`config.mk`:
```
export PLATFORM = sky130hd
export DESIGN_NAME = psram_seq
export DESIGN_NICKNAME = d
export VERILOG_FILES = /design/src/rtl/psram_seq_pkg.sv /design/src/rtl/psram_seq_tmr.sv /design/src/rtl/psram_seq_dp.sv /design/src/rtl/psram_seq_fsm.sv /design/src/rtl/psram_seq.sv
export SDC_FILE = /design/constraint.sdc
export NUM_CORES = 1
export LEC_CHECK = 0
export ABC_AREA = 0
export BUFFER_PORTS_ARGS = -buffer_cell sky130_fd_sc_hd__clkbuf_2
export CORE_MARGIN = 3
export CORE_UTILIZATION = 45
export DETAILED_ROUTE_END_ITERATION = 16
export GPL_ROUTABILITY_DRIVEN = 1
export PLACE_DENSITY = 0.74
export SLEW_MARGIN = 40
export SYNTH_ARGS = -nofsm -noshare
export SYNTH_HDL_FRONTEND = slang
export SYNTH_SLANG_ARGS = --single-unit
export TNS_END_PERCENT = 20
```
`constraint.sdc`:
```
create_clock -name clk -period 2.1 [get_ports clk]
set_input_delay 0.63 -clock clk [delete_from_list [all_inputs] [get_ports clk]]
set_output_delay 0.63 -clock clk [all_outputs]
set_load 0.05 [all_outputs]
```
`src/rtl/psram_seq_pkg.sv`:
```
package psram_seq_pkg;

  typedef enum logic [1:0] {
    PH_IDLE = 2'd0,
    PH_ACT  = 2'd1,
    PH_PRE  = 2'd2,
    PH_RGNT = 2'd3
  } ph_e;

  // Interval in picoseconds to a clock count, rounded up, at least one.
  function automatic int ps_to_cyc(input int ps, input int clk_ps);
    int n;
    n = (ps + clk_ps - 1) / clk_ps;
    return (n < 1) ? 1 : n;
  endfunction

  function automatic int imax(input int a, input int b);
    return (a > b) ? a : b;
  endfunction

endpackage

```
`src/rtl/psram_seq_tmr.sv`:
```
module psram_seq_tmr #(
  parameter int CW = 6
) (
  input  logic          clk,
  input  logic          rst,
  input  logic          clr,
  input  logic          en,
  output logic [CW-1:0] cnt
);

  always_ff @(posedge clk) begin
    if (rst) begin
      cnt <= '0;
    end else if (clr) begin
      cnt <= '0;
    end else if (en) begin
      cnt <= cnt + 1'b1;
    end
  end

endmodule

```
`src/rtl/psram_seq_dp.sv`:
```
module psram_seq_dp #(
  parameter int AW = 18,
  parameter int DW = 16
) (
  input  logic          clk,
  input  logic          rst,
  input  logic          take,
  input  logic          cap,
  input  logic          req_wr,
  input  logic [AW-1:0] req_addr,
  input  logic [DW-1:0] req_wdata,
  input  logic [1:0]    req_be,
  input  logic [DW-1:0] mem_dq_i,
  output logic          wr_q,
  output logic [1:0]    be_q,
  output logic [AW-1:0] mem_addr,
  output logic [DW-1:0] mem_dq_o,
  output logic [DW-1:0] rdata
);

  localparam int HW = DW / 2;

  // request fields are frozen at acceptance for the whole cycle
  always_ff @(posedge clk) begin
    if (rst) begin
      wr_q     <= 1'b0;
      be_q     <= 2'b00;
      mem_addr <= '0;
      mem_dq_o <= '0;
    end else if (take) begin
      wr_q     <= req_wr;
      be_q     <= req_be;
      mem_addr <= req_addr;
      mem_dq_o <= req_wdata;
    end
  end

  // read capture, one register per byte lane
  for (genvar g = 0; g < 2; g++) begin : g_lane
    always_ff @(posedge clk) begin
      if (rst) begin
        rdata[g*HW +: HW] <= '0;
      end else if (cap) begin
        rdata[g*HW +: HW] <= mem_dq_i[g*HW +: HW];
      end
    end
  end

endmodule

```
`src/rtl/psram_seq_fsm.sv`:
```
module psram_seq_fsm
  import psram_seq_pkg::*;
#(
  parameter int LOW_CYC = 24,
  parameter int PRE_CYC = 13,
  parameter int CE_MIN  = 24,
  parameter int CW      = 5
) (
  input  logic          clk,
  input  logic          rst,
  input  logic          req,
  input  logic          rf_req,
  input  logic          wr_q,
  input  logic [1:0]    be_q,
  input  logic [CW-1:0] cnt,
  output logic          take,
  output logic          cap,
  output logic          tmr_clr,
  output logic          tmr_en,
  output logic          idle,
  output logic          ack,
  output logic          rf_gnt,
  output logic          ce_n,
  output logic          cs,
  output logic          oe_n,
  output logic          we_lo_n,
  output logic          we_hi_n,
  output logic          dq_oe
);

  localparam logic [CW-1:0] C_LAST = CW'(LOW_CYC - 1);
  localparam logic [CW-1:0] C_SEND = CW'(LOW_CYC - 2);
  localparam logic [CW-1:0] C_PEND = CW'(PRE_CYC - 1);
  localparam int RW = CW + 2;

  ph_e  st;
  logic last_lo;
  logic pre_done;

  assign idle     = (st == PH_IDLE);
  assign take     = idle && !rf_req && req;
  assign last_lo  = (st == PH_ACT) && (cnt == C_LAST);
  assign pre_done = (st == PH_PRE) && (cnt == C_PEND);
  assign cap      = last_lo && !wr_q;
  assign tmr_clr  = take || last_lo;
  assign tmr_en   = (st == PH_ACT) || (st == PH_PRE);

  always_ff @(posedge clk) begin
    if (rst) begin
      st      <= PH_IDLE;
      ce_n    <= 1'b1;
      cs      <= 1'b0;
      oe_n    <= 1'b1;
      we_lo_n <= 1'b1;
      we_hi_n <= 1'b1;
      dq_oe   <= 1'b0;
      ack     <= 1'b0;
      rf_gnt  <= 1'b0;
    end else begin
      ack <= 1'b0;
      case (st)
        PH_IDLE: begin
          if (rf_req) begin
            st     <= PH_RGNT;
            rf_gnt <= 1'b1;
          end else if (req) begin
            st   <= PH_ACT;
            ce_n <= 1'b0;
            cs   <= 1'b1;
          end
        end
        PH_ACT: begin
          if (cnt == '0) begin
            oe_n    <= wr_q;
            we_lo_n <= ~(wr_q & be_q[0]);
            we_hi_n <= ~(wr_q & be_q[1]);
            dq_oe   <= wr_q & (|be_q);
          end
          if (cnt == C_SEND) begin
            we_lo_n <= 1'b1;
            we_hi_n <= 1'b1;
          end
          if (last_lo) begin
            ce_n  <= 1'b1;
            oe_n  <= 1'b1;
            dq_oe <= 1'b0;
            ack   <= 1'b1;
            st    <= PH_PRE;
          end
        end
        PH_PRE: begin
          if (pre_done) begin
            st <= PH_IDLE;
            cs <= 1'b0;
          end
        end
        default: begin
          if (!rf_req) begin
            st     <= PH_IDLE;
            rf_gnt <= 1'b0;
          end
        end
      endcase
    end
  end

  // run-length counters that let the assertions judge interval lengths
  logic [RW-1:0] lo_run;
  logic [RW-1:0] hi_run;
  logic          had_cyc;

  always_ff @(posedge clk) begin
    if (rst) begin
      lo_run  <= '0;
      hi_run  <= '0;
      had_cyc <= 1'b0;
    end else begin
      lo_run  <= ce_n ? '0 : ((&lo_run) ? lo_run : lo_run + 1'b1);
      hi_run  <= !ce_n ? '0 : ((&hi_run) ? hi_run : hi_run + 1'b1);
      if (ack) had_cyc <= 1'b1;
    end
  end

  AST_CE_LOW_MIN: assert property (@(posedge clk) disable iff (rst)
    $rose(ce_n) |-> (lo_run >= RW'(CE_MIN)));
  AST_PRECHARGE: assert property (@(posedge clk) disable iff (rst)
    ($fell(ce_n) && had_cyc) |-> (hi_run >= RW'(PRE_CYC)));
  AST_BUS_WRITE_ONLY: assert property (@(posedge clk) disable iff (rst)
    dq_oe |-> (oe_n && !ce_n));
  AST_STROBE_PAIR: assert property (@(posedge clk) disable iff (rst)
    (!$past(we_lo_n) && !$past(we_hi_n)) |-> (we_lo_n == we_hi_n));
  AST_STROBE_IN_CE: assert property (@(posedge clk) disable iff (rst)
    ($rose(we_lo_n) || $rose(we_hi_n)) |-> !ce_n);
  AST_ACK_PULSE: assert property (@(posedge clk) disable iff (rst)
    ack |=> !ack);
  AST_GNT_QUIET: assert property (@(posedge clk) disable iff (rst)
    rf_gnt |-> (ce_n && !cs));
  AST_CS_COVERS: assert property (@(posedge clk) disable iff (rst)
    !ce_n |-> cs);

endmodule

```
`src/rtl/psram_seq.sv`:
```
module psram_seq
  import psram_seq_pkg::*;
#(
  parameter int AW       = 18,
  parameter int DW       = 16,
  parameter int CLK_PS   = 5000,
  parameter int T_CE_PS  = 120000,
  parameter int T_PRE_PS = 60000,
  parameter int T_CYC_PS = 190000,
  parameter int T_OE_PS  = 60000,
  parameter int T_WP_PS  = 35000
) (
  input  logic          clk,
  input  logic          rst,
  input  logic          req,
  input  logic          req_wr,
  input  logic [AW-1:0] req_addr,
  input  logic [DW-1:0] req_wdata,
  input  logic [1:0]    req_be,
  output logic          ack,
  output logic [DW-1:0] rdata,
  input  logic          rf_req,
  output logic          rf_gnt,
  output logic          seq_idle,
  output logic          mem_ce_n,
  output logic          mem_cs,
  output logic          mem_oe_n,
  output logic          mem_we_lo_n,
  output logic          mem_we_hi_n,
  output logic [AW-1:0] mem_addr,
  output logic [DW-1:0] mem_dq_o,
  output logic          mem_dq_oe,
  input  logic [DW-1:0] mem_dq_i
);

  localparam int N_CE  = ps_to_cyc(T_CE_PS, CLK_PS);
  localparam int N_PRE = ps_to_cyc(T_PRE_PS, CLK_PS);
  localparam int N_CYC = ps_to_cyc(T_CYC_PS, CLK_PS);
  localparam int N_OE  = ps_to_cyc(T_OE_PS, CLK_PS);
  localparam int N_WP  = ps_to_cyc(T_WP_PS, CLK_PS);
  // chip enable low: access time, output-enable access after a one-clock
  // turn-off gap, and the strobe pulse framed by one clock on each side
  localparam int LOW_CYC = imax(imax(N_CE, N_OE + 1), N_WP + 2);
  // precharge state length; one idle clock always follows it
  localparam int PRE_CYC = imax(1, imax(N_PRE - 1, N_CYC - LOW_CYC - 1));
  localparam int CW      = $clog2(imax(LOW_CYC, PRE_CYC) + 1);

  logic          take;
  logic          cap;
  logic          tmr_clr;
  logic          tmr_en;
  logic          wr_q;
  logic [1:0]    be_q;
  logic [CW-1:0] cnt;

  psram_seq_tmr #(.CW(CW)) u_tmr (
    .clk (clk),
    .rst (rst),
    .clr (tmr_clr),
    .en  (tmr_en),
    .cnt (cnt)
  );

  psram_seq_dp #(.AW(AW), .DW(DW)) u_dp (
    .clk       (clk),
    .rst       (rst),
    .take      (take),
    .cap       (cap),
    .req_wr    (req_wr),
    .req_addr  (req_addr),
    .req_wdata (req_wdata),
    .req_be    (req_be),
    .mem_dq_i  (mem_dq_i),
    .wr_q      (wr_q),
    .be_q      (be_q),
    .mem_addr  (mem_addr),
    .mem_dq_o  (mem_dq_o),
    .rdata     (rdata)
  );

  psram_seq_fsm #(
    .LOW_CYC (LOW_CYC),
    .PRE_CYC (PRE_CYC),
    .CE_MIN  (N_CE),
    .CW      (CW)
  ) u_fsm (
    .clk     (clk),
    .rst     (rst),
    .req     (req),
    .rf_req  (rf_req),
    .wr_q    (wr_q),
    .be_q    (be_q),
    .cnt     (cnt),
    .take    (take),
    .cap     (cap),
    .tmr_clr (tmr_clr),
    .tmr_en  (tmr_en),
    .idle    (seq_idle),
    .ack     (ack),
    .rf_gnt  (rf_gnt),
    .ce_n    (mem_ce_n),
    .cs      (mem_cs),
    .oe_n    (mem_oe_n),
    .we_lo_n (mem_we_lo_n),
    .we_hi_n (mem_we_hi_n),
    .dq_oe   (mem_dq_oe)
  );

  AST_ADDR_HOLD: assert property (@(posedge clk) disable iff (rst)
    (!mem_ce_n && $past(!mem_ce_n)) |-> $stable(mem_addr));

endmodule

```
# Word-level counts from Yosys, hierarchy flattened
# Cells that the tools add are included.
# totals
reg_bits,68
latch_bits,0
mem_bits_rw,0
romBits,0
in_bits,57
word_cells,88
memories,0
# op_classes
addsub,1
multipliers,0
n_div,0
order_cmp,0
n_eq_ne,13
n_shift,0
n_mux,26
bitwise_logic,7
n_reduce_logical,25
# ops
cell,n
two-way mux 1 bit,17
AND reduction 4 bit,3
equality test 5 bit (second input constant),2
two-way mux 2 bit,5
nonzero test 2 bit,4
OR reduction 2 bit,4
inequality test 2 x 1 -> 1 bit (second input constant),3
inequality test 2 bit (second input constant),3
case mux 1 bit (2 select lines),3
case mux 2 bit (3 select lines),1
adder 5 x 1 -> 5 bit (second input constant),1
equality test 5 x 4 -> 1 bit (second input constant),1
logical AND 1 bit,5
logical NOT 5 bit,1
inequality test 4 x 1 -> 1 bit (second input constant),1
inverter 1 bit,4
AND reduction 2 bit,2
bitwise AND 1 bit,3
inequality test 3 bit (second input constant),1
AND reduction 3 bit,1
equality test 2 x 1 -> 1 bit (second input constant),1
equality test 2 bit (second input constant),1
logical NOT 1 bit,2
logical NOT 2 bit,1
logical OR 1 bit,2

# Logic depth before layout (Yosys ltp)
# Gate-level depths: netlist (run 1).
# logic_depth
depth_word,5
mapped_depth,7
ltp_nobuf,6

# Modules after synthesis
# Synthesis (run 1) repeated with hierarchy kept, for this count alone.
# unflattened
hier_cells,263
hier_area_um2,2796.4
# modules_own_cells
module,instances,cells_per_inst,area_per_inst_um2,seq_area_each_um2
psram_seq_dp,1,171,1910.6,1061.0
psram_seq_fsm,1,69,630.6,200.2
psram_seq_tmr,1,23,255.2,100.1

# Worst setup path after synthesis (run 1)
# No wires, ideal clock.
# synth_path
path_type,register -> register
startpoint,register u_fsm.st[0]
endpoint,register u_fsm.st[0]
setup_time_ns,0.116
arrival_time_ns,1.712
required_time_ns,1.984
slack_ns,0.271
path_stages_with_launch,7
n_path_buf,0
period_less_slack_ns,1.829
cell_sequence,dfxtp_1 -> inv_1 -> ha_1 -> nor4b_1 -> a211oi_2 -> a211oi_1 -> a41o_1
# synth_between
word_cells_on_any_way,11
cone_classes,eq/ne (6); mux (1); reduce/logical (4)
# synth_rtl
element,line,rtl
from (decl),psram_seq_fsm.sv:36,ph_e st;
from (signal assigned),psram_seq_fsm.sv:50,st <= PH_IDLE;
from (signal assigned),psram_seq_fsm.sv:64,st <= PH_RGNT;
from (signal assigned),psram_seq_fsm.sv:67,st <= PH_ACT;
logical NOT 2 bit (*),--,
named net seq_idle,psram_seq.sv:24,"output logic seq_idle,"
inequality test 4 x 1 -> 1 bit (no line) / inequality test 3 bit (equally long branches),--,
AND reduction 4 bit (no line),--,
# The timed path passes the listed nets; every way through them passes the cells marked *.
# A chain may end at the register's enable or synchronous reset.

# Final worst setup path (run 1)
# layout_path
startpoint,register u_fsm.st[0]
endpoint,output seq_idle
# layout_between
elab_chain_cells,1
# layout_rtl
element,line,rtl
logical NOT 2 bit,psram_seq_fsm.sv:40,assign idle = (st == PH_IDLE);
to (decl),psram_seq.sv:24,
# No other way between the ends.

==> results of run 1 <==
-- sequential cells by signal (all words and copies together), names as in the netlist, 2 cells and up --
name / count
u_tmr.cnt: 5
u_fsm.st: 2
u_dp.rdata: 16
u_dp.mem_addr: 18
u_dp.be_q: 2
u_dp.mem_dq_o: 16
-- cells in the mapped netlist, drive strengths merged --
master | number | share of area
and2 | 1 | 0.0023
a211oi | 3 | 0.010
nand3 | 2 | 0.0037
a41o | 1 | 0.0037
xnor2 | 1 | 0.0033
a21oi | 43 | 0.081
or3b | 1 | 0.0033
nand2 | 82 | 0.12
o2bb2ai | 2 | 0.0066
nor4b | 1 | 0.0033
nor2 | 24 | 0.034
nand4 | 3 | 0.0070
buf | 10 | 0.029
a41oi | 1 | 0.0033
inv | 8 | 0.011
nand4b | 2 | 0.0089
o21ai | 5 | 0.0094
mux2i | 17 | 0.064
nor3b | 2 | 0.0075
nand2b | 1 | 0.0023
nand3b | 2 | 0.0056
nor2b | 3 | 0.0070
a221oi | 1 | 0.0033
a31oi | 1 | 0.0023
ha | 7 | 0.033
xor2 | 3 | 0.0098
nor3 | 1 | 0.0037
clkbuf | 9 | 0.013
dfxtp | 68 | 0.51
o211ai | 2 | 0.0056
-- worst min-delay path, cell delays in order, from the launching register on --
cell and delay, ps:
dfxtp_1 310, nand2_1 50, a21oi_1 50
-- routing by layer --
metal / vias up / wire, µm / GRT usage
met3: 15 / 441 / 0.04563
met5: - / 0 / 0
li1: 1245 / - / -
met1: 1035 / 2714 / 0.2226
met2: 103 / 2748 / 0.2945
met4: 0 / 164 / 0.08172
-- layout by cell type, fill, tap and decap left out, types with 4 or more instances in the layout --
cell / instances
nor2_1: 24
o21ai_0: 5
dfxtp_1: 68
a21oi_1: 43
inv_1: 8
clkinv_2: 4
nand2_1: 82
mux2i_1: 17
clkbuf_8: 9
clkbuf_2: 114
ha_1: 6
-- report_power, final --
group,internal (mW),leakage (nW),total (mW),switching (mW)
Sequential,1.43,0.553,1.51,0.0855
Clock,0.423,0.0868,0.864,0.442
Combinational,0.402,0.887,1.29,0.889
-- stage by stage --
step	cell area, µm²	setup WS (ps)	hold WS, ps	utilization	power (mW)
6_report	3456	161.4	452.0	0.6126	3.666
4_1_cts	3451	19.40	457.2	0.6117	3.701
3_3_place_gp	3291	372.8	441.6	0.5833	2.804
5_1_grt	3456	96.08	474.6	0.6126	3.897
2_1_floorplan	2673	271.3	449.4	-	2.517
3_5_place_dp	3291	344.3	447.2	0.5833	2.822
-- path summary, 6_finish.rpt --
kind | from | slack (ps) | cells past startpoint | end
setup / recovery | u_fsm.st[0]$_SDFFE_PP0P_ | 160 | 3 | seq_idle
hold / removal | u_dp.mem_dq_o[9]$_SDFFE_PP0P_ | 450 | 2 | u_dp.mem_dq_o[9]$_SDFFE_PP0P_
setup reg to reg | u_tmr.cnt[1]$_SDFFE_PP0P_ | 360 | 6 | u_dp.rdata[10]$_SDFFE_PP0P_
hold reg to reg | u_dp.mem_dq_o[9]$_SDFFE_PP0P_ | 450 | 2 | u_dp.mem_dq_o[9]$_SDFFE_PP0P_
-- area by class of cell --
class | count | share of cell area
inverter | 8 | 0.008689
multi-input combinational | 212 | 0.3396
clock inverter | 5 | 0.008327
sequential | 68 | 0.3939
tap | 72 | 0.02607
clock buffer | 11 | 0.03802
timing repair buffer | 120 | 0.1854
-- cell families after synthesis --
kind of cell    after synthesis  synth area share
xor+xnor                      4           0.01311
flops                        68            0.5094
simple gates                125            0.2037
fa+ha+maj                     7           0.03277
compound gates               59            0.1250
buf+inv                      27           0.05243
mux                          17           0.06367
==> summary.md, run 1 <==
| Metric | Value |
|---|---|
| Status | `complete, no violations` |
| Crit path largest cell delay | `320 ps` |
| Die Ht | `83.07 µm` |
| CTS Buffer Depth | `2` |
| ANT nets after route | `0` |
| Yosys warning total | `0` |
| Max_cap viols | `0` |
| Leak Pwr | `1.526 nW` |
| Nets | `483` |
| Largest delay share family, worst path | `buffers and inverters` |
| Layout cell share with drive strength beyond 1 | `0.3302` |
| CTS buffer count | `9` |
| DR iter-0 viols | `70` |
| Cts repair resizes | `0` |
| Power per standard cell area | `1061 nW/µm²` |
| Avg Synthesized Cell Area | `8.705 µm²` |
| DRC | `0` |
| ANT cells | `0` |
| Final Hold Vio Count | `0` |
| Fin crit period | `1939 ps` |
| Syn nets | `371` |
| Post-CTS Hold Buffers | `0` |
| Clk slew on worst S/H paths | `70 ps` |
| Sequential share of the synthesized area | `0.5094` |
| Placed Cells | `480` |
| Via count | `2398` |
| Setup_tns | `0 ps` |
| CTS Root Cell | `clkbuf_8` |
| Row cnt | `27` |
| CP Launch Type | `register` |
| #FFs+latches synth | `68` |
| Drt via density | `4.835` |
| Crit path max-delay cell type | `dfxtp_1` |
| Final setup violation count | `0` |
| Bufs and invs on worst path | `2` |
| Clk sink count | `68` |
| Fill count | `519` |
| Flip-flop and latch area | `1361 µm²` |
| Slew at the pin closest to its max-slew limit | `381.9 ps` |
| IO Count | `116` |
| Area of the multi-input gates | `1174 µm²` |
| Initial core utilization | `0.4737` |
| Grt total ovfl | `0` |
| Fmax | `515.8 MHz` |
| Gpl congestion | `0.8093` |
| Slew Viols, Final | `0` |
| Setup bufs post-CTS | `0` |
| Crit path kind | `register to output pin` |
| Critical path arrival | `1310 ps` |
| Number of global-route vias before repair | `2335` |
| Worst Hold Class | `register to register` |
| Input/output buffers | `115` |
| RSZ-0062 raised after global routing | `no` |
| Rel. slew slack | `0.7454` |
| Worst VDD drop | `705.8 µV` |
| CTS H-tree depth | `3` |
| Period utilization | `0.9232` |
| Mapped Cells | `307` |
| All-Layer GR Usage | `0.1801` |
| Layout Cells excl Fill | `496` |
| Critical-path cell list | `inv_1 > ha_2 > clkbuf_4` |
| Initial antenna violation count | `0` |
| DR WL/cell | `12.23 µm` |
| Final Skew | `5.104 ps` |
| Core ar. | `5642 µm²` |
| P&R area growth vs syn | `29.31%` |
| HPWL Detailed | `4565 µm` |
| Synth cell types | `36` |
| Req. time, crit path | `1470 ps` |
| Worst Setup End Kind | `output pin` |
| Worst skew pair latency | `320 ps` |
| Drt first pass iters | `6` |
| CTS tree | `done` |
| Die ar. | `6900 µm²` |
| Die extent in x | `83.07 µm` |
| First-pass GRT wire length | `10340 µm` |
| DRT Wirelength | `6068 µm` |
| Largest net degree at the start of global routing | `39` |
| Synth Cell Area | `2673 µm²` |
| Max FO, Critical Path | `9` |
Power figures use the tool's default switching activity.
==> run 2, diff against run 1 <==
Settings changed: REMOVE_ABC_BUFFERS set to 1.
==> run 2 against run 1 <==
Net effect: sequential share of layout area down 0.59 points; fmax down 1.4%; worst hold slack better by 3.6 ps; clock skew up 4.2 ps; critical path depth unchanged; count of clock-buffer cells in the layout down 1; flip-flop and latch count unchanged; total power up 5.6%; cell count up 0.40%; combinational power about the same; die area unchanged; largest cell class unchanged.
==> summary.md, run 2 (same netlist as run 1, synthesis figures left out) <==
| Metric | Value |
|---|---|
| Row cnt | `27 (unchanged)` |
| Clk slew on worst S/H paths | `70 ps (about the same)` |
| P&R area growth vs syn | `31.27% (was 29.31%)` |
| Reg2reg setup slack | `360 ps (about the same)` |
| CTS tree | `done (unchanged)` |
| Rel. slew slack | `0.7692 (was 0.7454)` |
| Biggest regs | `u_dp.mem_addr x18, u_dp.mem_dq_o x16, u_dp.rdata x16 (unchanged)` |
| Clk sink count | `68 (unchanged)` |
| CTS Buffer Depth | `2 (unchanged)` |
| Max_cap viols | `0 (unchanged)` |
| Most frequent cells in the layout | `clkbuf_2 (114), nand2_1 (82), dfxtp_1 (68), a21oi_1 (43), nor2_1 (24) (unchanged)` |
| Grt total ovfl | `0 (unchanged)` |
| Final WS setup | `133.1 ps (was 161.4 ps)` |
| Die Ht | `83.07 µm (unchanged)` |
| Fmax | `508.4 MHz (was 515.8 MHz)` |
| Initial antenna violation count | `0 (unchanged)` |
| Critical path arrival | `1340 ps (was 1310 ps)` |
| Power per standard cell area | `1103 nW/µm² (was 1061 nW/µm²)` |
| R2R Path End | `u_dp.rdata[15]$_SDFFE_PP0P_ (was u_dp.rdata[10]$_SDFFE_PP0P_)` |
| Most flops, register | `u_dp.mem_addr (unchanged)` |
| DR WL/cell | `12.48 µm (was 12.23 µm)` |
| Worst Hold Class | `register to register (unchanged)` |
| Fin crit period | `1967 ps (was 1939 ps)` |
| ANT cells | `0 (unchanged)` |
| Flip-flop and latch area | `1361 µm² (unchanged)` |
| Commonest non-fill, non-tap cell in the layout | `clkbuf_2 (unchanged)` |
| HPWL Detailed | `4466 µm (was 4565 µm)` |
| Worst hold stages | `2 (unchanged)` |
| Final setup violation count | `0 (unchanged)` |
| Placed Area | `3312 µm² (was 3291 µm²)` |
| First-pass GRT wire length | `10270 µm (was 10340 µm)` |
| All-Layer GR Usage | `0.1802 (was 0.1801)` |
| CP Launch Type | `register (unchanged)` |
| Worst skew pair latency | `340 ps (was 320 ps)` |
| Setup_tns | `0 ps (unchanged)` |
| Initial core utilization | `0.4737 (unchanged)` |
| DR iter-0 viols | `113 (was 70)` |
| Die ar. | `6900 µm² (unchanged)` |
| Reg2reg path depth | `6 (unchanged)` |
| IO Count | `116 (unchanged)` |
| RR Startpoint | `u_tmr.cnt[1]$_SDFFE_PP0P_ (unchanged)` |
| Fill count | `497 (was 519)` |
| Post-Layout Inst Area | `3508 µm² (was 3456 µm²)` |
| Layout cell share with drive strength beyond 1 | `0.3357 (was 0.3302)` |
| CTS buffer count | `9 (unchanged)` |
| Pre-CTS WS | `365.7 ps (was 344.3 ps)` |
| Hold_sp | `u_dp.mem_dq_o[13]$_SDFFE_PP0P_ (was u_dp.mem_dq_o[9]$_SDFFE_PP0P_)` |
| Drt via density | `4.869 (was 4.835)` |
| Final Power | `3.871 mW (was 3.666 mW)` |
| Gpl congestion | `0.7818 (was 0.8093)` |
| RSZ-0062 raised after global routing | `no (unchanged)` |
| Final Skew | `9.256 ps (was 5.104 ps)` |
| Period utilization | `0.9366 (was 0.9232)` |
| Core ar. | `5642 µm² (unchanged)` |
| Nets | `485 (was 483)` |
| Input/output buffers | `115 (unchanged)` |
| CTS H-tree depth | `3 (unchanged)` |
| Req. time, crit path | `1470 ps (about the same)` |
| Number of global-route vias before repair | `2246 (was 2335)` |
| CTS Root Cell | `clkbuf_8 (unchanged)` |
| Worst VDD drop | `790.8 µV (was 705.8 µV)` |
| Slew at the pin closest to its max-slew limit | `346.2 ps (was 381.9 ps)` |
| DRT Wirelength | `6217 µm (was 6068 µm)` |
| DRC | `0 (unchanged)` |
| Max FO, Critical Path | `9 (unchanged)` |
| Final Hold Vio Count | `0 (unchanged)` |
| Slew Viols, Final | `0 (unchanged)` |
| Drt first pass iters | `5 (was 6)` |
| Leak Pwr | `1.545 nW (was 1.526 nW)` |
| Via count | `2425 (was 2398)` |
| Status | `complete, no violations (unchanged)` |
| Post-CTS Hold Buffers | `0 (unchanged)` |
| Max reg flops | `18 (unchanged)` |
| Die extent in x | `83.07 µm (unchanged)` |
| Area of the multi-input gates | `1180 µm² (was 1174 µm²)` |
| WHS | `455.6 ps (was 452.0 ps)` |
| Crit path kind | `register to output pin (unchanged)` |
| Worst Setup End Kind | `output pin (unchanged)` |
| Largest net degree at the start of global routing | `43 (was 39)` |
| ANT nets after route | `0 (unchanged)` |
| WHS Endpoint | `u_dp.mem_dq_o[13]$_SDFFE_PP0P_ (was u_dp.mem_dq_o[9]$_SDFFE_PP0P_)` |
| Setup bufs post-CTS | `0 (unchanged)` |
## run 2: cell count changes in the layout (fill, tap and decap cells not counted)
cell / previous run / this run
buf_4: 3 / 5
bufinv_16: 0 / 1
clkbuf_1: 2 / 1
clkinv_2: 4 / 2
clkinv_4: 1 / 0
clkinvlp_4: 0 / 2
inv_6: 0 / 1
nor3b_2: 1 / 0
nor3b_4: 0 / 1
## run 2: worst max-delay path by stage
stage | start | end | slack [ps] | cells past startpoint
final | u_fsm.st[0]$_SDFFE_PP0P_ | seq_idle | 130 | 3
after global routing | u_fsm.st[0]$_SDFFE_PP0P_ | seq_idle | 70 | 3
after CTS | u_fsm.st[0]$_SDFFE_PP0P_ | seq_idle | 30 | 3
after detailed placement | u_fsm.st[0]$_SDFFE_PP0P_ | seq_idle | 370 | 3
after global placement | rf_req | u_tmr.cnt[3]$_SDFFE_PP0P_ | 390 | 6
after floorplan | u_tmr.cnt[1]$_SDFFE_PP0P_ | u_dp.rdata[0]$_SDFFE_PP0P_ | -70 | 5
## run 2: final cells by class
class,instances,share of cell area
sequential,68,0.3880
inverter,8,0.008559
timing repair buffer,122,0.1869
clock inverter,6,0.01819
clock buffer,10,0.03638
multi-input combinational,212,0.3363
tap,72,0.02568
## run 2: worst max-delay path: stages, from the launching register on
cell and delay (ps):
dfxtp_1 320, inv_1 120, ha_2 300, clkbuf_4 270
## run 2: power breakdown
| part | switching [mW] | internal [mW] |
|---|---|---|
| clock network | 0.504 | 0.549 |
| registers | 0.0843 | 1.42 |
| logic | 0.895 | 0.414 |
## run 2: repair_timing
action | CTS | global route
setup endpoints to repair | 1 | 1
resized for setup | 1 | 1
hold endpoints to repair | 0 | 0
pin swaps | 0 | 0
## run 2: per-stage QoR
step,util,std cells
after floorplan,-,288
final,0.6219,498
after global routing,0.6219,498
after detailed placement,0.5870,482
after global placement,0.5870,482
after CTS,0.6214,498
## run 2: per-layer routing
metal / global-route usage / vias up / part of all wire
met4: 0.1070 / 0 / 0.030
met3: 0.05060 / 19 / 0.076
li1: - / 1246 / -
met2: 0.2857 / 86 / 0.46
met5: 0 / - / 0
met1: 0.2168 / 1074 / 0.43
==> run 3, diff against run 2 <==
Settings changed: CELL_PAD_IN_SITES_DETAIL_PLACEMENT set to 1, CELL_PAD_IN_SITES_GLOBAL_PLACEMENT set to 2, CORE_UTILIZATION 45 to 26, PLACE_DENSITY 0.74 to 0.86, SKIP_CTS_REPAIR_TIMING set to 1.
==> run 3 against run 2 <==
Net effect: non-clock buffer count down 1; combinational power about the same; critical endpoint unchanged; clock skew grew 3.2 ps; worst setup slack got worse by 2.2 ps; sequential share of layout area shrank 1.3 points.
==> summary.md, run 3 (same netlist as run 1, synthesis figures left out) <==
| Metric | Value |
|---|---|
| Status | `complete, no violations (unchanged)` |
| Worst hold stages | `2 (unchanged)` |
| Layout cell share with drive strength beyond 1 | `0.3365 (was 0.3357)` |
| Largest net degree at the start of global routing | `39 (was 43)` |
| DRT Wirelength | `7352 µm (was 6217 µm)` |
| Final Power | `4.150 mW (was 3.871 mW)` |
| Input/output buffers | `115 (unchanged)` |
| Crit path kind | `register to output pin (unchanged)` |
| Setup_tns | `0 ps (unchanged)` |
| Net Sw Frac | `0.3618 (was 0.3833)` |
| DR iter-0 viols | `76 (was 113)` |
| HPWL Detailed | `5566 µm (was 4466 µm)` |
| Final WS setup | `130.9 ps (was 133.1 ps)` |
| CTS Buffer Depth | `2 (unchanged)` |
| Commonest non-fill, non-tap cell in the layout | `clkbuf_2 (unchanged)` |
| Drt first pass iters | `4 (was 5)` |
| Reg power frac | `0.365 (was 0.390)` |
| Routed length on met3 | `485 µm (was 471 µm)` |
| Die extent in x | `107.4 µm (was 83.07 µm)` |
| Die Ht | `107.4 µm (was 83.07 µm)` |
| Internal | `2.648 mW (was 2.387 mW)` |
| Clock power frac | `0.320 (was 0.272)` |
| WHS Endpoint | `u_dp.mem_addr[16]$_SDFFE_PP0P_ (was u_dp.mem_dq_o[13]$_SDFFE_PP0P_)` |
| Rel. slew slack | `0.7219 (was 0.7692)` |
| DRC | `0 (unchanged)` |
| Largest delay share family, worst path | `buffers and inverters (unchanged)` |
| Max_cap viols | `0 (unchanged)` |
| First-pass GRT wire length | `12140 µm (was 10270 µm)` |
| Metal-1 WL | `3197 µm (was 2686 µm)` |
| Reg2reg path depth | `6 (unchanged)` |
| IO Count | `116 (unchanged)` |
| Max FO, Critical Path | `9 (unchanged)` |
| Die ar. | `11530 µm² (was 6900 µm²)` |
| Core ar. | `9864 µm² (was 5642 µm²)` |
| Clk sink count | `68 (unchanged)` |
| Most frequent cells in the layout | `clkbuf_2 (114), nand2_1 (82), dfxtp_1 (68), a21oi_1 (43), nor2_1 (24) (unchanged)` |
| Period utilization | `0.9377 (was 0.9366)` |
| Power per standard cell area | `1142 nW/µm² (was 1103 nW/µm²)` |
| Initial core utilization | `0.2709 (was 0.4737)` |
| Met2 layer wire length in the routed design | `3613 µm (was 2874 µm)` |
| Row cnt | `36 (was 27)` |
| Fin crit period | `1969 ps (was 1967 ps)` |
| RSZ-0062 raised after global routing | `no (unchanged)` |
| Slew at the pin closest to its max-slew limit | `417.1 ps (was 346.2 ps)` |
| RR Startpoint | `u_tmr.cnt[1]$_SDFFE_PP0P_ (unchanged)` |
| Leak Pwr | `1.570 nW (was 1.545 nW)` |
| Hold_sp | `u_dp.mem_addr[16]$_SDFFE_PP0P_ (was u_dp.mem_dq_o[13]$_SDFFE_PP0P_)` |
| All-Layer GR Usage | `0.1319 (was 0.1802)` |
| ANT cells | `0 (unchanged)` |
| Reg2reg setup slack | `370 ps (was 360 ps)` |
| ANT nets after route | `0 (unchanged)` |
| Worst Setup End Kind | `output pin (unchanged)` |
| Critical path arrival | `1340 ps (about the same)` |
| Gpl congestion | `0.7585 (was 0.7818)` |
| Clk slew on worst S/H paths | `80 ps (was 70 ps)` |
| Final setup violation count | `0 (unchanged)` |
| Slew Viols, Final | `0 (unchanged)` |
| CTS Root Cell | `clkbuf_8 (unchanged)` |
| Crit path max-delay cell type | `dfxtp_1 (unchanged)` |
| Biggest regs | `u_dp.mem_addr x18, u_dp.mem_dq_o x16, u_dp.rdata x16 (unchanged)` |
| Nets | `484 (was 485)` |
| Most flops, register | `u_dp.mem_addr (unchanged)` |
| Bufs and invs on worst path | `2 (unchanged)` |
| Initial antenna violation count | `0 (unchanged)` |
| Number of global-route vias before repair | `2568 (was 2246)` |
| Switching pwr | `1.502 mW (was 1.484 mW)` |
| Pre-CTS WS | `317.7 ps (was 365.7 ps)` |
| Worst Hold Class | `register to register (unchanged)` |
| Top Metal Used | `met4 (unchanged)` |
| R2R Path End | `u_dp.rdata[14]$_SDFFE_PP0P_ (was u_dp.rdata[15]$_SDFFE_PP0P_)` |
| Drt via density | `4.385 (was 4.869)` |
| CTS H-tree depth | `3 (unchanged)` |
| Worst VDD drop | `447.3 µV (was 790.8 µV)` |
| CTS buffer count | `9 (unchanged)` |
| Grt total ovfl | `0 (unchanged)` |
| Fmax | `507.9 MHz (was 508.4 MHz)` |
| Max reg flops | `18 (unchanged)` |
| Final Hold Vio Count | `0 (unchanged)` |
| CTS tree | `done (unchanged)` |
| Via count | `2447 (was 2425)` |
| Final Skew | `12.47 ps (was 9.256 ps)` |
| Crit path largest cell delay | `320 ps (about the same)` |
| DR WL/cell | `13.18 µm (was 12.48 µm)` |
| Gate power share | `0.315 (was 0.338)` |
| P&R area growth vs syn | `36.00% (was 31.27%)` |
| Critical-path cell list | `inv_1 > ha_2 > clkbuf_4 (unchanged)` |
| Worst skew pair latency | `340 ps (about the same)` |
| CP Launch Type | `register (unchanged)` |
| Req. time, crit path | `1470 ps (about the same)` |
-- run 3: cell count changes in the layout (fill, tap and decap cells not counted), sizes merged --
cell,change
inv,-1
buf,-1
bufinv,+2
clkinvlp,-1
-- run 3: metal layers --
layer	track usage	up-vias
li1	-	1245
met1	0.1537	1136
met2	0.2252	61
met4	0.02976	0
met3	0.05579	5
met5	0	-
-- run 3: worst reg2reg max path, cell delays in order, from the launching register on --
cell and delay, ps:
dfxtp_1 410, ha_1 280, nand4b_2 200, nor3b_4 280
buf_12 200, mux2i_1 210, nor2_1 50
-- run 3: how the worst max path moves through the flow --
stage | cells after the start | start | slack (ps) | endpoint
2_1_floorplan | 5 | u_tmr.cnt[1]$_SDFFE_PP0P_ | -70 | u_dp.rdata[0]$_SDFFE_PP0P_
3_3_place_gp | 6 | req | 370 | u_tmr.cnt[4]$_SDFFE_PP0P_
3_5_place_dp | 6 | rf_req | 320 | u_dp.mem_addr[9]$_SDFFE_PP0P_
4_1_cts | 3 | u_fsm.st[0]$_SDFFE_PP0P_ | -30 | seq_idle
5_1_grt | 3 | u_fsm.st[1]$_SDFFE_PP0P_ | 20 | seq_idle
6_report | 3 | u_fsm.st[0]$_SDFFE_PP0P_ | 130 | seq_idle
-- run 3: through the flow --
| step | cell area, µm² | instances | hold WS [ps] | utilization |
|---|---|---|---|---|
| 2_1_floorplan | 2562 | 288 | 443.3 | - |
| 6_report | 3635 | 558 | 459.3 | 0.3685 |
| 3_3_place_gp | 3381 | 542 | 443.1 | 0.3427 |
| 5_1_grt | 3635 | 558 | 476.6 | 0.3685 |
| 4_1_cts | 3630 | 558 | 459.7 | 0.3680 |
| 3_5_place_dp | 3381 | 542 | 449.0 | 0.3427 |
-- run 3: power by group through the flow --
stage	Sequential [mW]	Combinational [mW]	Clock (mW)
4_1_cts	1.52	1.32	1.38
3_5_place_dp	1.55	1.32	0
2_1_floorplan	1.85	0.621	0
6_report	1.51	1.31	1.33
5_1_grt	1.54	1.45	1.44
3_3_place_gp	1.54	1.29	0
-- run 3: cell type report --
class | instances | area [µm²]
multi-input cells | 212 | 1180
inverters | 8 | 30.03
clock buffers | 10 | 137.6
flip-flops and latches | 68 | 1361
fillers | 1207 | 6230
clock inverters | 6 | 111.4
repair buffers | 121 | 648.1
well taps | 133 | 166.4
